**config.mk**
```make
export PLATFORM = sky130hd
export DESIGN_NAME = dram_fwd
export DESIGN_NICKNAME = d
export VERILOG_FILES = /design/src/rtl/dram_fwd_pkg.sv /design/src/rtl/dfm_ram.sv /design/src/rtl/dfm_hazard.sv /design/src/rtl/dfm_byp_reg.sv /design/src/rtl/dram_fwd.sv
export SDC_FILE = /design/constraint.sdc
export NUM_CORES = 2
export LEC_CHECK = 0
export BUFFER_PORTS_ARGS = -buffer_cell sky130_fd_sc_hd__buf_4
export CAP_MARGIN = 20
export CORE_ASPECT_RATIO = 0.6
export CORE_MARGIN = 5
export CORE_UTILIZATION = 28
export CTS_CLUSTER_SIZE = 40
export DETAILED_ROUTE_END_ITERATION = 8
export PLACE_DENSITY = 0.4
export SYNTH_ARGS = -nofsm -noshare
export SYNTH_HDL_FRONTEND = slang
export SYNTH_SLANG_ARGS = --single-unit
```
**constraint.sdc**
```tcl
create_clock -name clk -period 2.2 [get_ports clk]
set_clock_uncertainty 0.1 [all_clocks]
set_input_delay 0.11 -clock clk [delete_from_list [all_inputs] [get_ports clk]]
set_output_delay 0.11 -clock clk [all_outputs]
set_load 0.005 [all_outputs]
```
**src/rtl/dram_fwd_pkg.sv**
```systemverilog
package dram_fwd_pkg;
    // Read-response state: what ld_rdata carries this cycle
    typedef enum logic [1:0] {
        RD_IDLE  = 2'd0,
        RD_RAM   = 2'd1,
        RD_MERGE = 2'd2
    } rd_state_e;
endpackage

```
**src/rtl/dfm_ram.sv**
```systemverilog
module dfm_ram #(
    parameter int ADDR_W = 6,
    parameter int DATA_W = 32
) (
    input  logic                clk,
    input  logic                wr_en,
    input  logic [ADDR_W-1:0]   wr_addr,
    input  logic [DATA_W/8-1:0] wr_be,
    input  logic [DATA_W-1:0]   wr_data,
    input  logic                rd_en,
    input  logic [ADDR_W-1:0]   rd_addr,
    output logic [DATA_W-1:0]   rd_data
);
    localparam int NB    = DATA_W / 8;
    localparam int DEPTH = 1 << ADDR_W;

    // One array per byte lane; a read on the write edge returns old contents
    for (genvar b = 0; b < NB; b++) begin : g_lane
        logic [7:0] lane_mem [DEPTH];
        logic [7:0] lane_q;

        always_ff @(posedge clk) begin
            if (wr_en && wr_be[b]) begin
                lane_mem[wr_addr] <= wr_data[b*8 +: 8];
            end
            if (rd_en) begin
                lane_q <= lane_mem[rd_addr];
            end
        end

        assign rd_data[b*8 +: 8] = lane_q;
    end
endmodule

```
**src/rtl/dfm_hazard.sv**
```systemverilog
module dfm_hazard #(
    parameter int ADDR_W = 6,
    parameter int NB     = 4,
    parameter bit FWD_EN = 1'b1
) (
    input  logic              clk,
    input  logic              rst_n,
    input  logic              st_valid,
    input  logic [ADDR_W-1:0] st_addr,
    input  logic [NB-1:0]     st_be,
    input  logic              ld_valid,
    input  logic [ADDR_W-1:0] ld_addr,
    output logic              stall,
    output logic              fwd_take
);
    logic conflict;

    assign conflict = st_valid && ld_valid && (st_addr == ld_addr) && (|st_be);

    if (FWD_EN) begin : g_forward
        assign stall    = 1'b0;
        assign fwd_take = conflict;
    end else begin : g_interlock
        assign stall    = conflict;
        assign fwd_take = 1'b0;
    end


    stall_cause_chk: assert property (@(posedge clk) disable iff (!rst_n)
        stall |-> (st_valid && ld_valid));
endmodule

```
**src/rtl/dfm_byp_reg.sv**
```systemverilog
module dfm_byp_reg #(
    parameter int DATA_W = 32
) (
    input  logic                clk,
    input  logic                rst_n,
    input  logic                cap,
    input  logic [DATA_W/8-1:0] st_be,
    input  logic [DATA_W-1:0]   st_data,
    output logic [DATA_W/8-1:0] byp_be,
    output logic [DATA_W-1:0]   byp_data
);
    // One-entry holding register for the store being bypassed
    always_ff @(posedge clk or negedge rst_n) begin
        if (!rst_n) begin
            byp_be   <= '0;
            byp_data <= '0;
        end else begin
            byp_be <= cap ? st_be : '0;
            if (cap) begin
                byp_data <= st_data;
            end
        end
    end
endmodule

```
**src/rtl/dram_fwd.sv**
```systemverilog
module dram_fwd
    import dram_fwd_pkg::*;
#(
    parameter int ADDR_W = 6,
    parameter int DATA_W = 32,
    parameter bit FWD_EN = 1'b1
) (
    input  logic                clk,
    input  logic                rst_n,
    input  logic                st_valid,
    input  logic [ADDR_W-1:0]   st_addr,
    input  logic [DATA_W/8-1:0] st_be,
    input  logic [DATA_W-1:0]   st_data,
    input  logic                ld_valid,
    input  logic [ADDR_W-1:0]   ld_addr,
    output logic                ld_stall,
    output logic                ld_rvalid,
    output logic [DATA_W-1:0]   ld_rdata
);
    localparam int NB = DATA_W / 8;

    rd_state_e         state_q, state_d;
    logic              fwd_take;
    logic              rd_go;
    logic [DATA_W-1:0] ram_q;
    logic [NB-1:0]     byp_be;
    logic [DATA_W-1:0] byp_data;
    logic [DATA_W-1:0] merged;

    dfm_hazard #(.ADDR_W(ADDR_W), .NB(NB), .FWD_EN(FWD_EN)) u_hazard (
        .clk      (clk),
        .rst_n    (rst_n),
        .st_valid (st_valid),
        .st_addr  (st_addr),
        .st_be    (st_be),
        .ld_valid (ld_valid),
        .ld_addr  (ld_addr),
        .stall    (ld_stall),
        .fwd_take (fwd_take)
    );

    assign rd_go = ld_valid && !ld_stall;

    dfm_ram #(.ADDR_W(ADDR_W), .DATA_W(DATA_W)) u_ram (
        .clk     (clk),
        .wr_en   (st_valid),
        .wr_addr (st_addr),
        .wr_be   (st_be),
        .wr_data (st_data),
        .rd_en   (rd_go),
        .rd_addr (ld_addr),
        .rd_data (ram_q)
    );

    dfm_byp_reg #(.DATA_W(DATA_W)) u_byp (
        .clk      (clk),
        .rst_n    (rst_n),
        .cap      (fwd_take),
        .st_be    (st_be),
        .st_data  (st_data),
        .byp_be   (byp_be),
        .byp_data (byp_data)
    );

    // Byte-wise overlay of the bypassed store on the array output
    for (genvar b = 0; b < NB; b++) begin : g_merge
        assign merged[b*8 +: 8] = byp_be[b] ? byp_data[b*8 +: 8] : ram_q[b*8 +: 8];
    end

    // State register
    always_ff @(posedge clk or negedge rst_n) begin
        if (!rst_n) begin
            state_q <= RD_IDLE;
        end else begin
            state_q <= state_d;
        end
    end

    // Transitions: accept-bypass, accept-plain, no-accept
    always_comb begin
        if (rd_go && fwd_take) begin
            state_d = RD_MERGE;
        end else if (rd_go) begin
            state_d = RD_RAM;
        end else begin
            state_d = RD_IDLE;
        end
    end

    // Outputs
    always_comb begin
        unique case (state_q)
            RD_RAM: begin
                ld_rvalid = 1'b1;
                ld_rdata  = ram_q;
            end
            RD_MERGE: begin
                ld_rvalid = 1'b1;
                ld_rdata  = merged;
            end
            default: begin
                ld_rvalid = 1'b0;
                ld_rdata  = '0;
            end
        endcase
    end


    ld_issue_chk: assert property (@(posedge clk) disable iff (!rst_n)
        (ld_valid && !ld_stall) |=> ld_rvalid);


    rvalid_origin_chk: assert property (@(posedge clk) disable iff (!rst_n)
        ld_rvalid |-> $past(ld_valid));


    stall_drop_chk: assert property (@(posedge clk) disable iff (!rst_n)
        ld_stall |=> !ld_rvalid);


    merge_cause_chk: assert property (@(posedge clk) disable iff (!rst_n)
        (state_q == RD_MERGE) |-> $past(st_valid && ld_valid && (st_addr == ld_addr)));
endmodule

```
==> flow_metrics.py <==
metrics = {
    "run_status": {
        "status": "complete, but fails checks",
        "violations": "setup timing",
    },
    "power_and_ir_drop": {
        "pwr-share-comb_pct": 6.7,
        "vdd_ir_drop_max_uv": 524,
        "switchingPower_uw": 19000,
        "p_leak_uw": 0.0329,
        "clockPowerShare_pct": 40.4,
        "swShare_pct": 22.4,
        "p_int_uw": 65700,
        "p_seq_share_pct": 52.9,
        "power.density_mw_per_mm2": 838,
        "power_uw": 84700,
    },
    "synthesis": {
        "netlist_area_mm2": 0.0821,
        "synth_ff_type": "edfxtp_1",
        "ys_ff_latch": 2118,
        "syn-num-nets": 3996,
        "synth_mux_area_share_pct": 15.0,
        "synth_compound_area_share_pct": 2.79,
        "synth_cells": 3942,
        "async_flop_share_pct": 1.79,
        "synth_most_common_cell": "edfxtp_1",
        "synthXorXnorAreaFrac_pct": 0.0640,
        "synth.distinct_cells": 46,
        "synth_top_family_by_area": "multiplexers",
        "synth_top_area_cell": "edfxtp_1",
        "post_synth_and_or_nand_nor_area_fraction_pct": 3.21,
        "avgSynthCellArea_um2": 20.8,
        "synth.yosys.warnings": 0,
        "synth_top_cells_by_count": "edfxtp_1, mux4_2, nor2_1, nand2_1, o22ai_1",
        "synth_top_area_share_pct": 76.1,
        "synthAdderAreaFrac_pct": 0.0305,
        "synth.yosys.seq_area_share_pct": 77.2,
        "synth-edff-count": 2080,
        "synth_area_leaders": "edfxtp_1, mux4_2, nor2_1",
    },
    "critical_path": {
        "worstSetupEndpointType": "output pin",
        "crit_path_start_kind": "register",
        "reg2reg_slack_ns": 0.03,
        "endpoint": "ld_rdata[28]",
        "reg2reg_from": "u_ram.g_lane[3].lane_mem[7][5]",
        "cp_data_arrival_time_ns": 2.36,
        "critPathMaxFanout": 5,
        "critPathLaunch": "state_q[0]",
        "crit_type": "register to output pin",
        "reg2reg_depth": 4,
        "r2r-end": "u_ram.g_lane[3].lane_q[5]",
        "required_ns": 1.99,
    },
    "clocking": {
        "insertion_delay_ns": 0.86,
        "cts_root_buf": "clkbuf_16",
        "htree_levels": 4,
        "cts_made_buffers": 200,
        "cts_tree": "yes",
        "path_clk_slew_ns": 0.07,
        "ctsLongestPathBuffers": 4,
        "clock-sinks": 2118,
    },
    "floorplan": {
        "die_w_um": 709,
        "row_count": 154,
        "die_y_um": 429,
        "io_pins": 86,
        "start_util_pct": 28.0,
        "die_area_mm2": 0.304,
        "core-area_mm2": 0.293,
    },
    "route": {
        "wire_per_inst_um": 33.0,
        "ant_nets": 0,
        "routed_wl_um": 294000,
        "num_vias": 45010,
        "dr.pass1.iters": 6,
        "drc": 0,
        "drt_iter0_drc": 5651,
        "via_per_inst": 5.05,
    },
    "final_layout": {
        "fillers": 27472,
        "drive_above_1_share_pct": 35.2,
        "final_cell_area_mm2": 0.101,
        "syn_to_final_growth_pct": 23.1,
        "nets": 4901,
    },
    "place": {
        "routabilityCongestion": 0.884,
        "dp_slack_ns": -0.874,
        "placed_area_mm2": 0.0937,
        "portBuffers": 84,
        "hpwl_um": 206000,
    },
    "sta": {
        "tightest_slew_ns": 1.07,
        "timing.final.crit_period_ns": 2.57,
        "finalHoldViolCount": 0,
        "fmax_mhz": 389,
        "hold_ws_ns": 0.0676,
        "finalSetupTns_ns": -8.89,
        "setup_slack_ns": -0.368,
        "slew_violations": 0,
        "setup_viol": 33,
        "max-slew-margin-rel_pct": 28.6,
        "timing.final.crit_share_pct": 117,
        "rsz0062_at_grt": "true",
    },
    "global_routing": {
        "antenna_found_initial": 16,
        "grt_usage_pct": 18.9,
        "grt_pass1_wl_um": 394000,
        "grt-ovfl-total": 0,
        "grt_pass1_vias": 43761,
        "grt_start_max_net_pins": 66,
    },
    "min_path": {
        "min-delay-path-class": "primary input to register",
        "worstHoldStart": "st_addr[1]",
        "holdPathStages": 5,
    },
    "flow_run": {
        "max_cap_violations": 0,
    },
}
==> per-layer routing <==
metal	vias to the layer above	part of all wire [%]	track usage (%)
met5	-	0.053	0.314
met4	6	1.8	3.14
met3	306	9.0	5.11
met2	1757	39	24.2
met1	24785	51	31.2
li1	18156	-	-
==> final cells by class <==
cell class,count,area [µm²],share of cell area (%)
inverters,5,21.3,0.0210
clock inverters,105,882,0.873
well taps,3900,4880,4.83
flip-flops and latches,2118,63400,62.7
multi-input cells,1579,17600,17.4
diodes,14,35.0,0.0347
clock buffers,251,5320,5.26
repair buffers,943,8920,8.83
==> sequential cells by signal (all words and copies together), names as in the netlist <==
name                   count
u_ram.g_lane.lane_mem   2048
u_ram.g_lane.lane_q       32
u_byp.byp_be               4
u_byp.byp_data            32
state_q                    2
==> how the worst min path moves through the flow <==
stage and endpoint:
2_1_floorplan state_q[0], 3_3_place_gp u_byp.byp_data[20], 3_5_place_dp u_byp.byp_data[20], 4_1_cts state_q[1], 5_1_grt u_ram.g_lane[3].lane_q[6], 6_report state_q[1]
==> cell families (layout without fill, tap and decap cells) <==
kind of cell    after synthesis  count (layout)
compound gates              329             329
xor+xnor                      6               6
fa+ha+maj                     2               2
buf+inv                     245            1304
flops                      2118            2118
mux                         613             613
other cells                   1              15
simple gates                628             628
==> metrics by stage <==
stage | util, % | std cells
after detailed placement | 32.0 | 8470
after CTS | 34.4 | 8894
final | 34.5 | 8915
after global routing | 34.5 | 8903
after floorplan | - | 3942
after global placement | 32.0 | 8467
==> power groups by stage <==
stage	logic, µW	registers (µW)	clock network, µW
6_report	5690	44800	34200
3_5_place_dp	5460	45700	0
5_1_grt	5980	44800	36800
4_1_cts	5670	44800	35000
3_3_place_gp	5450	45700	0
2_1_floorplan	2320	45500	0
==> worst max-delay path, cell delays in order (launching register included) <==
cell and delay [ns]:
dfrtp_1 0.38, inv_2 0.05, ha_4 0.17, buf_12 0.16, buf_12 0.15, buf_6 0.11
a22oi_2 0.16, buf_6 0.15, nor2_2 0.03, buf_4 0.12
==> cell usage in the layout (no fill, tap or decap), types with 40 or more instances in the layout <==
| cell | instances |
|---|---|
| buf_12 | 124 |
| clkbuf_16 | 202 |
| a21oi_1 | 40 |
| nor2_1 | 301 |
| dlygate4sd3_1 | 54 |
| mux4_2 | 489 |
| clkinv_1 | 41 |
| o22ai_1 | 130 |
| buf_4 | 735 |
| clkbuf_1 | 40 |
| mux2i_1 | 88 |
| edfxtp_1 | 2080 |
| nand2_1 | 189 |
==> timing repair <==
action                     in CTS  in global routing
gates resized for setup        42                 51
hold buffers                   55                  0
hold endpoints to repair     2299                  0
buffers inserted               11                  8
setup endpoints to repair      38                 38
pin swaps                       8                 15
gates cloned                    2                  1
Power figures use the tool's default switching activity.
